**src/rtl/dram_ref_pkg.sv**
```systemverilog
package dram_ref_pkg;
  typedef enum logic [2:0] {
    ST_PWRUP, // power-up pause
    ST_IRAS,  // init: RAS low
    ST_IPRE,  // init: precharge
    ST_IDLE,
    ST_CSR,   // refresh: CAS low ahead of RAS
    ST_RAS,   // refresh: CAS and RAS low
    ST_PRE    // refresh: precharge before release
  } ref_state_e;
endpackage

```
**src/rtl/ref_interval_timer.sv**
```systemverilog
module ref_interval_timer #(
  parameter int REFI_CYC = 1562
) (
  input  logic clk_i,
  input  logic rst_ni,
  input  logic en_i,
  output logic tick_o
);
  localparam int W = $clog2(REFI_CYC);

  logic [W-1:0] cnt_q;
  logic         wrap;

  assign wrap   = (cnt_q == W'(REFI_CYC - 1));
  assign tick_o = en_i && wrap;

  always_ff @(posedge clk_i or negedge rst_ni) begin
    if (!rst_ni)      cnt_q <= '0;
    else if (!en_i)   cnt_q <= '0;
    else if (wrap)    cnt_q <= '0;
    else              cnt_q <= cnt_q + 1'b1;
  end

  a_r10_tick_isolated: assert property (@(posedge clk_i) disable iff (!rst_ni)
    tick_o |=> !tick_o);
endmodule

```
**src/rtl/ref_pend_ctr.sv**
```systemverilog
module ref_pend_ctr #(
  parameter int PEND_MAX = 8
) (
  input  logic clk_i,
  input  logic rst_ni,
  input  logic inc_i,
  input  logic dec_i,
  output logic req_o
);
  // one spare bit so an overrun is visible rather than wrapped
  localparam int PW = $clog2(PEND_MAX + 2);

  logic [PW-1:0] pend_q;

  always_ff @(posedge clk_i or negedge rst_ni) begin
    if (!rst_ni)               pend_q <= '0;
    else if (inc_i && !dec_i)  pend_q <= pend_q + 1'b1;
    else if (dec_i && !inc_i)  pend_q <= pend_q - 1'b1;
  end

  assign req_o = (pend_q != '0);

  a_r11_pend_limit: assert property (@(posedge clk_i) disable iff (!rst_ni)
    pend_q <= PW'(PEND_MAX));
  a_r11_no_underflow: assert property (@(posedge clk_i) disable iff (!rst_ni)
    dec_i |-> pend_q != '0);
endmodule

```
**src/rtl/ref_strobe_fsm.sv**
```systemverilog
module ref_strobe_fsm
  import dram_ref_pkg::*;
#(
  parameter int PWRUP_CYC = 20000,
  parameter int TRAS_CYC  = 6,
  parameter int TRP_CYC   = 4,
  parameter int TCSR_CYC  = 2,
  parameter int INIT_CYC  = 8
) (
  input  logic clk_i,
  input  logic rst_ni,
  input  logic req_i,
  input  logic gnt_i,
  output logic ras_n_o,
  output logic cas_n_o,
  output logic busy_o,
  output logic ready_o,
  output logic done_o
);
  localparam int CW = $clog2(PWRUP_CYC + TRAS_CYC + TRP_CYC + TCSR_CYC + 1);
  localparam int IW = $clog2(INIT_CYC + 1);

  ref_state_e    state_q, state_d;
  logic [CW-1:0] cnt_q, cnt_d;
  logic [IW-1:0] init_q, init_d;
  logic          ready_q, ready_d;

  always_comb begin
    state_d = state_q;
    cnt_d   = cnt_q + 1'b1;
    init_d  = init_q;
    ready_d = ready_q;
    done_o  = 1'b0;
    unique case (state_q)
      ST_PWRUP: if (cnt_q == CW'(PWRUP_CYC - 1)) begin
        state_d = ST_IRAS; cnt_d = '0;
      end
      ST_IRAS: if (cnt_q == CW'(TRAS_CYC - 1)) begin
        state_d = ST_IPRE; cnt_d = '0;
      end
      ST_IPRE: if (cnt_q == CW'(TRP_CYC - 1)) begin
        cnt_d = '0;
        if (init_q == IW'(INIT_CYC - 1)) begin
          state_d = ST_IDLE; ready_d = 1'b1;
        end else begin
          state_d = ST_IRAS; init_d = init_q + 1'b1;
        end
      end
      ST_IDLE: begin
        cnt_d = '0;
        if (req_i && gnt_i) state_d = ST_CSR;
      end
      ST_CSR: if (cnt_q == CW'(TCSR_CYC - 1)) begin
        state_d = ST_RAS; cnt_d = '0;
      end
      ST_RAS: if (cnt_q == CW'(TRAS_CYC - 1)) begin
        state_d = ST_PRE; cnt_d = '0;
      end
      ST_PRE: if (cnt_q == CW'(TRP_CYC - 1)) begin
        state_d = ST_IDLE; cnt_d = '0; done_o = 1'b1;
      end
      default: begin
        state_d = ST_IDLE; cnt_d = '0;
      end
    endcase
  end

  always_ff @(posedge clk_i or negedge rst_ni) begin
    if (!rst_ni) begin
      state_q <= ST_PWRUP;
      cnt_q   <= '0;
      init_q  <= '0;
      ready_q <= 1'b0;
    end else begin
      state_q <= state_d;
      cnt_q   <= cnt_d;
      init_q  <= init_d;
      ready_q <= ready_d;
    end
  end

  assign ras_n_o = !(state_q == ST_IRAS || state_q == ST_RAS);
  assign cas_n_o = !(state_q == ST_CSR  || state_q == ST_RAS);
  assign busy_o  = (state_q != ST_IDLE);
  assign ready_o = ready_q;

  // checker state: RAS low width and pre-ready RAS fall count
  logic [CW-1:0] chk_lo_q;
  logic [IW:0]   chk_falls_q;
  logic          chk_ras_q;

  always_ff @(posedge clk_i or negedge rst_ni) begin
    if (!rst_ni) begin
      chk_lo_q    <= '0;
      chk_falls_q <= '0;
      chk_ras_q   <= 1'b1;
    end else begin
      chk_ras_q <= ras_n_o;
      chk_lo_q  <= ras_n_o ? '0 : chk_lo_q + 1'b1;
      if (chk_ras_q && !ras_n_o && !ready_q && chk_falls_q != '1)
        chk_falls_q <= chk_falls_q + 1'b1;
    end
  end

  a_r5_tras_min: assert property (@(posedge clk_i) disable iff (!rst_ni)
    $rose(ras_n_o) |-> chk_lo_q >= CW'(TRAS_CYC));
  a_r2_ready_after_init: assert property (@(posedge clk_i) disable iff (!rst_ni)
    $rose(ready_o) |-> chk_falls_q == (IW+1)'(INIT_CYC));
  a_r4_cas_before_ras: assert property (@(posedge clk_i) disable iff (!rst_ni)
    (ready_o && $fell(ras_n_o)) |-> (!cas_n_o && $past(!cas_n_o)));
  a_r9_start_needs_grant: assert property (@(posedge clk_i) disable iff (!rst_ni)
    (ready_o && $rose(busy_o)) |-> $past(gnt_i && req_i));
  a_r8_idle_strobes_off: assert property (@(posedge clk_i) disable iff (!rst_ni)
    $fell(busy_o) |-> (ras_n_o && cas_n_o && $past(ras_n_o)));
endmodule

```
**src/rtl/dram_refresh_sched.sv**
```systemverilog
module dram_refresh_sched #(
  parameter int CLK_MHZ  = 100,
  parameter int PWRUP_US = 200,
  parameter int REFI_NS  = 15625,
  parameter int TRAS_CYC = 6,
  parameter int TRP_CYC  = 4,
  parameter int TCSR_CYC = 2,
  parameter int INIT_CYC = 8,
  parameter int PEND_MAX = 8
) (
  input  logic clk_i,
  input  logic rst_ni,
  input  logic gnt_i,
  output logic req_o,
  output logic ready_o,
  output logic busy_o,
  output logic ras_n_o,
  output logic cas_n_o,
  output logic we_n_o,
  output logic oe_n_o
);
  localparam int PWRUP_CYC = PWRUP_US * CLK_MHZ;
  localparam int REFI_CYC  = (REFI_NS * CLK_MHZ) / 1000;

  logic tick, done;

  ref_interval_timer #(.REFI_CYC(REFI_CYC)) u_timer (
    .clk_i, .rst_ni, .en_i(ready_o), .tick_o(tick)
  );

  ref_pend_ctr #(.PEND_MAX(PEND_MAX)) u_pend (
    .clk_i, .rst_ni, .inc_i(tick), .dec_i(done), .req_o
  );

  ref_strobe_fsm #(
    .PWRUP_CYC(PWRUP_CYC), .TRAS_CYC(TRAS_CYC), .TRP_CYC(TRP_CYC),
    .TCSR_CYC(TCSR_CYC), .INIT_CYC(INIT_CYC)
  ) u_fsm (
    .clk_i, .rst_ni, .req_i(req_o), .gnt_i,
    .ras_n_o, .cas_n_o, .busy_o, .ready_o, .done_o(done)
  );

  // refresh and init cycles never write or drive data
  assign we_n_o = 1'b1;
  assign oe_n_o = 1'b1;
endmodule

```
**config.mk**
```make
export PLATFORM = sky130hd
export DESIGN_NAME = dram_refresh_sched
export DESIGN_NICKNAME = d
export VERILOG_FILES = /design/src/rtl/dram_ref_pkg.sv /design/src/rtl/ref_interval_timer.sv /design/src/rtl/ref_pend_ctr.sv /design/src/rtl/ref_strobe_fsm.sv /design/src/rtl/dram_refresh_sched.sv
export SDC_FILE = /design/constraint.sdc
export NUM_CORES = 1
export LEC_CHECK = 0
export BUFFER_PORTS_ARGS = -buffer_cell sky130_fd_sc_hd__buf_2
export CAP_MARGIN = 20
export CORE_MARGIN = 4
export CORE_UTILIZATION = 60
export DETAILED_ROUTE_END_ITERATION = 6
export PLACE_DENSITY = 0.78
export SYNTH_ARGS = -nofsm -noshare
export SYNTH_HDL_FRONTEND = slang
export SYNTH_HIERARCHICAL = 1
export SYNTH_SLANG_ARGS = --single-unit
```
**constraint.sdc**
```tcl
create_clock -name clk_i -period 3.25 [get_ports clk_i]
set_input_delay 0.1625 -clock clk_i [delete_from_list [all_inputs] [get_ports clk_i]]
set_output_delay 0.1625 -clock clk_i [all_outputs]
set_load 0.05 [all_outputs]
```
# ---- After elaboration in Yosys (flattened, before gate mapping)
# Index checks and enable logic that the tools add are counted.
dict set report word_totals {
  inputBits 3
  ff_bits 38
  wordCells 70
  out_inout_bits 7
}
dict set report classes {
  n_reduce_logical 18
  n_eq_ne 20
  muxes 20
  bitwise 1
  addsub 5
}
# cell count
set ops {}
lappend ops {{$mux W15} 4}
lappend ops {{$pmux W15 S4} 1}
lappend ops {{$mux W11} 2}
lappend ops {{$mux W3} 7}
lappend ops {{$pmux W3 S7} 1}
lappend ops {{$add A15 B1 Y15 const B} 1}
lappend ops {{$eq A15 B1 Y1 const B} 1}
lappend ops {{$eq A15 B15 Y1 const B} 1}
lappend ops {{$eq A15 B2 Y1 const B} 1}
lappend ops {{$eq A15 B3 Y1 const B} 1}
lappend ops {{$ne A2 B1 Y1 const B} 7}
lappend ops {{$add A11 B1 Y11 const B} 1}
lappend ops {{$eq A11 B11 Y1 const B} 1}
lappend ops {{$eq A3 B3 Y1 const B} 3}
lappend ops {{$add A4 B1 Y4 const B} 2}
lappend ops {{$mux W4} 2}
lappend ops {{$reduce_and A7 Y1} 1}
lappend ops {{$eq A3 B2 Y1 const B} 2}
lappend ops {{$reduce_and A3 Y1} 2}
lappend ops {{$eq A4 B3 Y1 const B} 1}
lappend ops {{$logic_and A1 B1 Y1} 4}
lappend ops {{$logic_not A1 Y1} 4}
lappend ops {{$reduce_bool A4 Y1} 1}
lappend ops {{$reduce_or A2 Y1} 2}
lappend ops {{9 further kinds} 11}

# ---- Longest topological paths before layout
# Gate-level depths: netlist of run 1.
dict set report logic_depth {
  depth_word 6
  mapped_depth 11
}

# ---- Modules after synthesis
# Netlist of run 1, hierarchy kept.
# module area_per_inst_um2 instances cells_per_inst seq_area_each_um2
set modules_own_cells {}
lappend modules_own_cells {ref_strobe_fsm 1231.2 1 124 575.6}
lappend modules_own_cells {ref_interval_timer 581.8 1 57 275.3}
lappend modules_own_cells {ref_pend_ctr 315.3 1 30 100.1}
lappend modules_own_cells {dram_refresh_sched 18.8 1 3 0.0}

# ---- Worst setup path before layout of run 1
# No wires, ideal clock.
dict set report synth_path {
  path_type {reg-to-reg}
  start {register u_timer.cnt_q[1]}
  end {register u_pend.pend_q[3]}
  required_time_ns 3.121
  period_less_slack_ns 2.680
  setup_ns 0.129
  stages_incl_launch_ff 11
  path_slack_ns 0.570
  arrival_ns 2.551
  cell_sequence {dfrtp_1 -> inv_1 -> ha_1 -> or4bb_1 -> nor4_1 -> ha_1 -> inv_1 -> ha_1 -> or4_4 -> o211ai_2 -> o211ai_2}
}
dict set report synth_via {
  elab_chain_cells 5
  word_cells_on_any_way 7
  cone_classes {1 x eq/ne; 1 x mux; 5 x reduce/logical}
}
# element line_no
set synth_rtl {}
lappend synth_rtl {{start: declaration} ref_interval_timer.sv:11} ;# logic [W-1:0] cnt_q;
lappend synth_rtl {{start signal: assignment} ref_interval_timer.sv:21} ;# else cnt_q <= cnt_q + 1'b1;
lappend synth_rtl {{$eq A11 B11 Y1 *} ref_interval_timer.sv:14} ;# assign wrap = (cnt_q == W'(REFI_CYC - 1));
lappend synth_rtl {{$logic_and A1 B1 Y1 *} ref_interval_timer.sv:15} ;# assign tick_o = en_i && wrap;
lappend synth_rtl {{via tick} dram_refresh_sched.sv:25} ;# logic tick, done;
lappend synth_rtl {{$logic_not A1 Y1} ref_pend_ctr.sv:18} ;# else if (dec_i && !inc_i) pend_q <= pend_q - 1'b1;
lappend synth_rtl {{$logic_and A1 B1 Y1} ref_pend_ctr.sv:18}
lappend synth_rtl {{$reduce_bool A2 Y1 (no line)} n/a}
lappend synth_rtl {{end signal: assignment} ref_pend_ctr.sv:17} ;# else if (inc_i && !dec_i) pend_q <= pend_q + 1'b1;
lappend synth_rtl {{end signal: assignment} ref_pend_ctr.sv:18}
lappend synth_rtl {{end: declaration} ref_pend_ctr.sv:13} ;# logic [PW-1:0] pend_q;
# The timed path passes the listed nets; every way through them passes the cells marked *.
# A chain may end at the register's enable or synchronous reset.

# ---- Worst setup path after layout of run 1
dict set report layout_path {
  start {register u_fsm.cnt_q[10]}
  end {register u_pend.pend_q[3]}
}
dict set report layout_via {
  elab_chain_cells 6
  word_cells_on_any_way 8
  cone_classes {1 x eq/ne; 3 x mux; 4 x reduce/logical}
}
# element line_no
set layout_rtl {}
lappend layout_rtl {{start: declaration} ref_strobe_fsm.sv:24} ;# logic [CW-1:0] cnt_q, cnt_d;
lappend layout_rtl {{start signal: assignment} ref_strobe_fsm.sv:76} ;# cnt_q <= cnt_d;
lappend layout_rtl {{$eq A15 B2 Y1 *} ref_strobe_fsm.sv:59} ;# ST_PRE: if (cnt_q == CW'(TRP_CYC - 1)) begin
lappend layout_rtl {{$mux W1 *} ref_strobe_fsm.sv:59}
lappend layout_rtl {{$mux W1 *} ref_strobe_fsm.sv:34} ;# unique case (state_q)
lappend layout_rtl {{via done} dram_refresh_sched.sv:25}
lappend layout_rtl {{$logic_not A1 Y1} ref_pend_ctr.sv:17}
lappend layout_rtl {{$logic_and A1 B1 Y1} ref_pend_ctr.sv:17}
lappend layout_rtl {{$mux W4 / $reduce_bool A2 Y1 (equally long branches)} n/a}
# Marks and branches as above.

==> metrics.md, run 1 <==
| Metric | Value |
|---|---|
| Port bufs | 7 |
| CP cell instances | nor4_1, nand4_2, nor2_1, and3_1, inv_1, ha_1, inv_1, ha_1, or4_4, o211ai_2, o211ai_2 |
| CP Depth | 11 |
| Largest stage delay, worst path | 0.50 ns |
| RD Place Congestion | 0.9028 |
| Final net count | 235 |
| First-pass GRT wire length | 7.107 mm |
| Crit path max fanout | 6 |
| Yosys top cell by area | dfrtp_1 |
| Synth Flop Type | dfrtp_1 |
| Hold buffers post-CTS | 1 |
| Vias in the first global route | 1589 |
| Outcome | completed |
| # DRC | 0 |
| Yosys reg bits | 38 |
| Post-Route WL | 3.934 mm |
| Critical Path RT | 3.48 ns |
| Unrepaired setup endpoints after global routing | false |
| ANT nets after route | 0 |
| Commonest non-fill, non-tap cells in the layout | dfrtp_1, nor2_1, nand2_1 |
| Slowest cell on the critical path | or4_4 |
| FF-to-FF path depth | 11 |
| Place WS | 0.3348 ns |
| Post-synth ARST share | 100.0% |
| Peak supply drop | 211.8 uV |
| Wirelength per Cell | 14.62 um |
| DR vias/cell | 5.970 |
| R2r startpoint | u_fsm/cnt_q[10] |
| Avg Synthesized Cell Area | 10.03 um^2 |
| Die width | 67.82 um |
| Area fraction of the dominant cell type after synthesis | 44.29% |
| Delay-heaviest family, CP | simple AND/OR/NAND/NOR gates |
| CP endpoint kind | register |
| # diodes | 0 |
| Most common cell after layout, fill and taps aside | dfrtp_1 |
| Clk_lat worst skew | 0.35 ns |
| Post-Syn Area | 0.002147 mm^2 |
| Layout cell share with drive strength beyond 1 | 11.21% |
| Layout Skew | 0.01869 ns |
| Relative slew slack | 45.19% |
| Worst min-delay path startpoint | gnt_i |
| Max Fclk | 0.3387 GHz |
| Worst Hold Path EP | u_fsm/state_q[1] |
| Leakage | 0.0009551 uW |
| Pin count of the biggest net entering global routing | 39 |
| Reg-to-reg endpoint | u_pend/pend_q[3] |
| Synth area leaders | dfrtp_1, xor2_1, ha_1, nor2_1, nand3_1 |
| Clk buf depth | 2 |
| Total clock sinks | 38 |
| Core area | 0.003390 mm^2 |
| Max Cap Viol | 0 |
| Setup bufs post-CTS | 0 |
| CP Launch Type | register |
| HP Class | in -> reg |
| Setup TNS | 0 ns |
| Post_cts resized | 0 |
| Tot GR Track Use | 20.50% |
| PnR worst setup slack | 0.2973 ns |
| Vias | 1606 |
| Initial antenna violation count | 0 |
| CP Buf/Inv Count | 2 |
| Slew Limit Fails | 0 |
| Min Tclk post-route | 2.953 ns |
| Io pins | 10 |
| CTS tree | yes |
| Row cnt | 21 |
| Starting Density | 63.34% |
| CTS Root Cell | clkbuf_4 |
| H-tree Lvls | 2 |
| First drt pass iteration count | 4 |
| CTS clk-pin slew, worst paths | 0.12 ns |
| Iter 0 DRT Violations | 114 |
| DP HPWL | 2.805 mm |
| Worst-Margin Slew | 0.8221 ns |
| Die Span Y | 67.82 um |
| Num CTS Buffers | 5 |
| Final Cycle Share | 90.85% |
| Post-Syn Instances | 214 |
| Crit path arrival time | 3.18 ns |
| R2R setup slack | 0.30 ns |
| Setup violations, final | 0 |
| Hold depth | 5 |
| Warnings, synthesis | 6 |
| Sequential share of the synthesized area | 44.29% |
| Number of synthesized flops with an enable pin | 0 |
| Placed inst area | 0.002178 mm^2 |
| Cell area after layout | 0.002248 mm^2 |
| Fin. Hold Viols | 0 |
| Area delta synth->final | 4.720% |
| Grt ovf | 0 |
| Yosys cell types | 49 |
| Crit path kind | reg -> reg |
| P per Cell Area | 332.4 mW/mm^2 |
| DIE AREA | 0.004600 mm^2 |
tightest hold or removal path, cell delays in order:
cell       delay [ns]
buf_2            0.09
nand3_1          0.07
o31a_1           0.10
nor2_1           0.08
o2bb2ai_1        0.07
metal layers:
metal	routed length, um	global-route usage [%]	vias up
li1	-	-	782
met1	1735	25.56	776
met2	1967	34.75	40
met3	169	5.583	8
met4	61	6.203	0
met5	0	0	-
kinds of logic after synthesis:
kind of cell,synth area share (%)
xor gates and xnor gates,8.159
DFF,44.29
adders and majority gates,6.177
and+or+nand+nor,24.53
buffers and inverters,4.079
AOI/OAI and AO/OA,11.07
muxes,1.515
other,0.1747
layout make-up:
cell class / instances / area [um^2]
Fill cell: 261 / 1141
Sequential cell: 38 / 950.9
Clock buffer: 7 / 55.05
Multi-Input combinational cell: 163 / 1112
Clock inverter: 1 / 5.005
Tap cell: 46 / 57.56
Timing Repair Buffer: 8 / 45.04
Inverter: 6 / 22.52
flip-flops by register name (all words and copies together), names as in the netlist:
signal / flops
u_fsm/cnt_q: 15
u_timer/cnt_q: 11
u_fsm/init_q: 4
u_pend/pend_q: 4
u_fsm/state_q: 3
u_fsm/ready_o: 1
cells in the mapped netlist (2+ instances only):
master / instances
nor4_1: 3
buf_6: 2
a21o_1: 2
nand2_1: 17
dfrtp_1: 38
o211ai_2: 2
xor2_1: 13
inv_1: 6
xnor2_1: 7
buf_4: 2
nand2b_1: 3
and4_1: 2
o21ai_0: 5
mux2_2: 2
and3_1: 4
a21oi_1: 10
nand4_1: 7
nor2_1: 26
clkbuf_1: 2
ha_1: 9
or4_1: 5
nand3b_1: 4
o31ai_1: 4
nand3_1: 13
or3_1: 2
how the worst max path moves through the flow:
stage	from	end	slack (ns)
after floorplan	u_timer/cnt_q[1]	u_pend/pend_q[3]	0.57
after global placement	u_timer/cnt_q[1]	u_pend/pend_q[3]	0.44
after detailed placement	u_fsm/cnt_q[10]	u_pend/pend_q[3]	0.33
after CTS	u_fsm/cnt_q[10]	u_pend/pend_q[3]	0.31
after global routing	u_fsm/cnt_q[10]	u_pend/pend_q[3]	0.10
final	u_fsm/cnt_q[10]	u_pend/pend_q[3]	0.30
where the power goes:
| group | total (uW) | internal (uW) | switching (uW) | leakage (uW) |
|---|---|---|---|---|
| Combinational | 15.8 | 1.64 | 14.1 | 0.000403 |
| Clock | 259 | 105 | 154 | 0.0000353 |
| Sequential | 473 | 473 | 0 | 0.000517 |
| Total | 747 | 579 | 168 | 0.000955 |
metrics by stage:
step / power [uW] / std cells / hold slack (ns) / util (%)
5_1_grt: 781.8 / 269 / 0.2871 / 66.33
4_1_cts: 754.8 / 269 / 0.2616 / 66.33
6_report: 747.3 / 269 / 0.2706 / 66.33
3_3_place_gp: 496.9 / 260 / 0.2907 / 64.27
3_5_place_dp: 497.4 / 260 / 0.3065 / 64.27
2_1_floorplan: 488.8 / 215 / -0.1331 / -
Power figures use the tool's default switching activity.
==> run 2: changes to the inputs <==
--- a/config.mk
+++ b/config.mk
@@ -11,6 +11,7 @@
 export CORE_UTILIZATION = 60
 export DETAILED_ROUTE_END_ITERATION = 6
 export PLACE_DENSITY = 0.78
+export REMOVE_ABC_BUFFERS = 1
 export SYNTH_ARGS = -nofsm -noshare
 export SYNTH_HDL_FRONTEND = slang
 export SYNTH_HIERARCHICAL = 1
==> metrics.md, run 2 (synthesis results as in run 1) <==
| Metric | Value |
|---|---|
| Max Cap Viol | 0 |
| DR vias/cell | 5.948 |
| Hold buffers post-CTS | 1 |
| Crit path kind | reg -> reg |
| Setup violations, final | 0 |
| Layout Skew | 0.01606 ns |
| Switching part of the total power | 21.90% |
| Largest regs | u_fsm/cnt_q: 15 flops, u_timer/cnt_q: 11 flops |
| Seq pwr share | 59.3% |
| Setup bufs post-CTS | 0 |
| Busiest grt layer | met2 |
| Commonest non-fill, non-tap cells in the layout | dfrtp_1, nor2_1, nand2_1 |
| Starting Density | 63.34% |
| Die Span Y | 67.82 um |
| Max Fclk | 0.3423 GHz |
| DIE AREA | 0.004600 mm^2 |
| Total clock sinks | 38 |
| Area delta synth->final | 5.594% |
| First drt pass iteration count | 4 |
| R2R setup slack | 0.33 ns |
| Clk_lat worst skew | 0.36 ns |
| ANT nets after route | 0 |
| Slew Limit Fails | 0 |
| Vias | 1600 |
| # DRC | 0 |
| Switch Pwr | 174.5 uW |
| FF-to-FF path depth | 10 |
| P_int | 622.1 uW |
| Clk buf depth | 2 |
| DP HPWL | 2.898 mm |
| P per Cell Area | 351.4 mW/mm^2 |
| Relative slew slack | 44.05% |
| CP Buf/Inv Count | 2 |
| # diodes | 0 |
| Max reg flops | 15 |
| First-pass GRT wire length | 6.851 mm |
| RD Place Congestion | 0.8784 |
| Reg-to-reg endpoint | u_pend/pend_q[3] |
| Worst-Margin Slew | 0.8393 ns |
| Comb power frac | 2.0% |
| Slowest cell on the critical path | or4_4 |
| PnR worst setup slack | 0.3288 ns |
| Num CTS Buffers | 5 |
| Crit path arrival time | 3.16 ns |
| H-tree Lvls | 2 |
| CTS Root Cell | clkbuf_4 |
| Worst min-delay path startpoint | gnt_i |
| R2r startpoint | u_timer/cnt_q[1] |
| Final Cycle Share | 89.88% |
| Worst Hold Path EP | u_fsm/state_q[1] |
| Row cnt | 21 |
| Outcome | completed |
| Layout cell share with drive strength beyond 1 | 11.66% |
| Initial antenna violation count | 0 |
| Leakage | 0.0009644 uW |
| CP Launch Type | register |
| Crit path max fanout | 6 |
| Grt ovf | 0 |
| CP dominant cell by count | ha_1 |
| Largest stage delay, worst path | 0.51 ns |
| CP Depth | 10 |
| Port bufs | 7 |
| GR Layer Usage met2 | 35.12% |
| Vias in the first global route | 1539 |
| Peak supply drop | 222.7 uV |
| CP endpoint kind | register |
| CTS clk-pin slew, worst paths | 0.13 ns |
| Die width | 67.82 um |
| Hold depth | 5 |
| Critical Path RT | 3.49 ns |
| Setup TNS | 0 ns |
| Tot GR Track Use | 20.10% |
| Largest Register | u_fsm/cnt_q |
| Iter 0 DRT Violations | 93 |
| GR met3 Demand/Resource | 4.433% |
| Final net count | 235 |
| Pin count of the biggest net entering global routing | 39 |
| Post_cts resized | 0 |
| Cell area after layout | 0.002267 mm^2 |
| Wirelength per Cell | 14.96 um |
| CTS tree | yes |
| Most common cell after layout, fill and taps aside | dfrtp_1 |
| CP cell instances | inv_1, ha_1, or4bb_1, nor4_1, ha_1, inv_1, ha_1, or4_4, o211ai_2, o211ai_2 |
| Post-Route WL | 4.024 mm |
| HP Class | in -> reg |
| Unrepaired setup endpoints after global routing | false |
| Fin. Hold Viols | 0 |
| Clk network pwr share | 38.7% |
| Delay-heaviest family, CP | simple AND/OR/NAND/NOR gates |
| Min Tclk post-route | 2.921 ns |
| Placed inst area | 0.002178 mm^2 |
| Place WS | 0.3652 ns |
| Core area | 0.003390 mm^2 |
| Io pins | 10 |
| GRT met1 Usage | 23.38% |
-- run 2: changes by cell type in the layout (fill, tap and decap cells not counted), sizes merged --
cell,change
clkbuf,+1
clkinv,-1
-- run 2: metal layers --
layer | part of all wire (%) | wire (um)
met4 | 2.6 | 104
met1 | 44 | 1765
met2 | 50 | 1994
met5 | 0 | 0
met3 | 4.0 | 160
-- run 2: how the worst max path moves through the flow --
| stage | startpoint | to | slack (ns) |
|---|---|---|---|
| CTS | u_timer/cnt_q[1] | u_pend/pend_q[3] | 0.34 |
| global placement | u_timer/cnt_q[1] | u_pend/pend_q[3] | 0.44 |
| finish | u_timer/cnt_q[1] | u_pend/pend_q[3] | 0.33 |
| floorplan | u_timer/cnt_q[1] | u_pend/pend_q[3] | 0.57 |
| detailed placement | u_timer/cnt_q[1] | u_pend/pend_q[3] | 0.37 |
| global route | u_timer/cnt_q[1] | u_pend/pend_q[3] | 0.17 |
-- run 2: layout make-up --
type / instances / area [um^2]
Tap cell: 46 / 57.56
Multi-Input combinational cell: 163 / 1112
Inverter: 6 / 22.52
Clock buffer: 8 / 78.83
Timing Repair Buffer: 8 / 45.04
Fill cell: 272 / 1122
Sequential cell: 38 / 950.9
-- run 2: per-stage QoR --
stage          instances  utilization (%)  hold slack (ns)  power (uW)
2_1_floorplan        207                -          -0.1331       486.9
3_3_place_gp         260            64.27           0.2916       497.0
3_5_place_dp         260            64.27           0.3158       497.6
4_1_cts              269            66.89           0.2499       802.6
5_1_grt              269            66.89           0.2666       823.8
6_report             269            66.89           0.2698       796.6
-- run 2: worst min-delay path: cells and delay by family --
kind | cells | cell delay, ns
and+or+nand+nor | 2 | 0.17
AOI/OAI and AO/OA | 2 | 0.17
buffers and inverters | 1 | 0.09
-- run 2: power groups by stage --
stage          clock network [uW]  logic, uW  registers, uW
5_1_grt                       333       18.5            473
3_3_place_gp                    0       15.2            482
3_5_place_dp                    0       15.8            482
4_1_cts                       313       16.8            473
6_report                      308       16.0            473
2_1_floorplan                   0       5.00            482
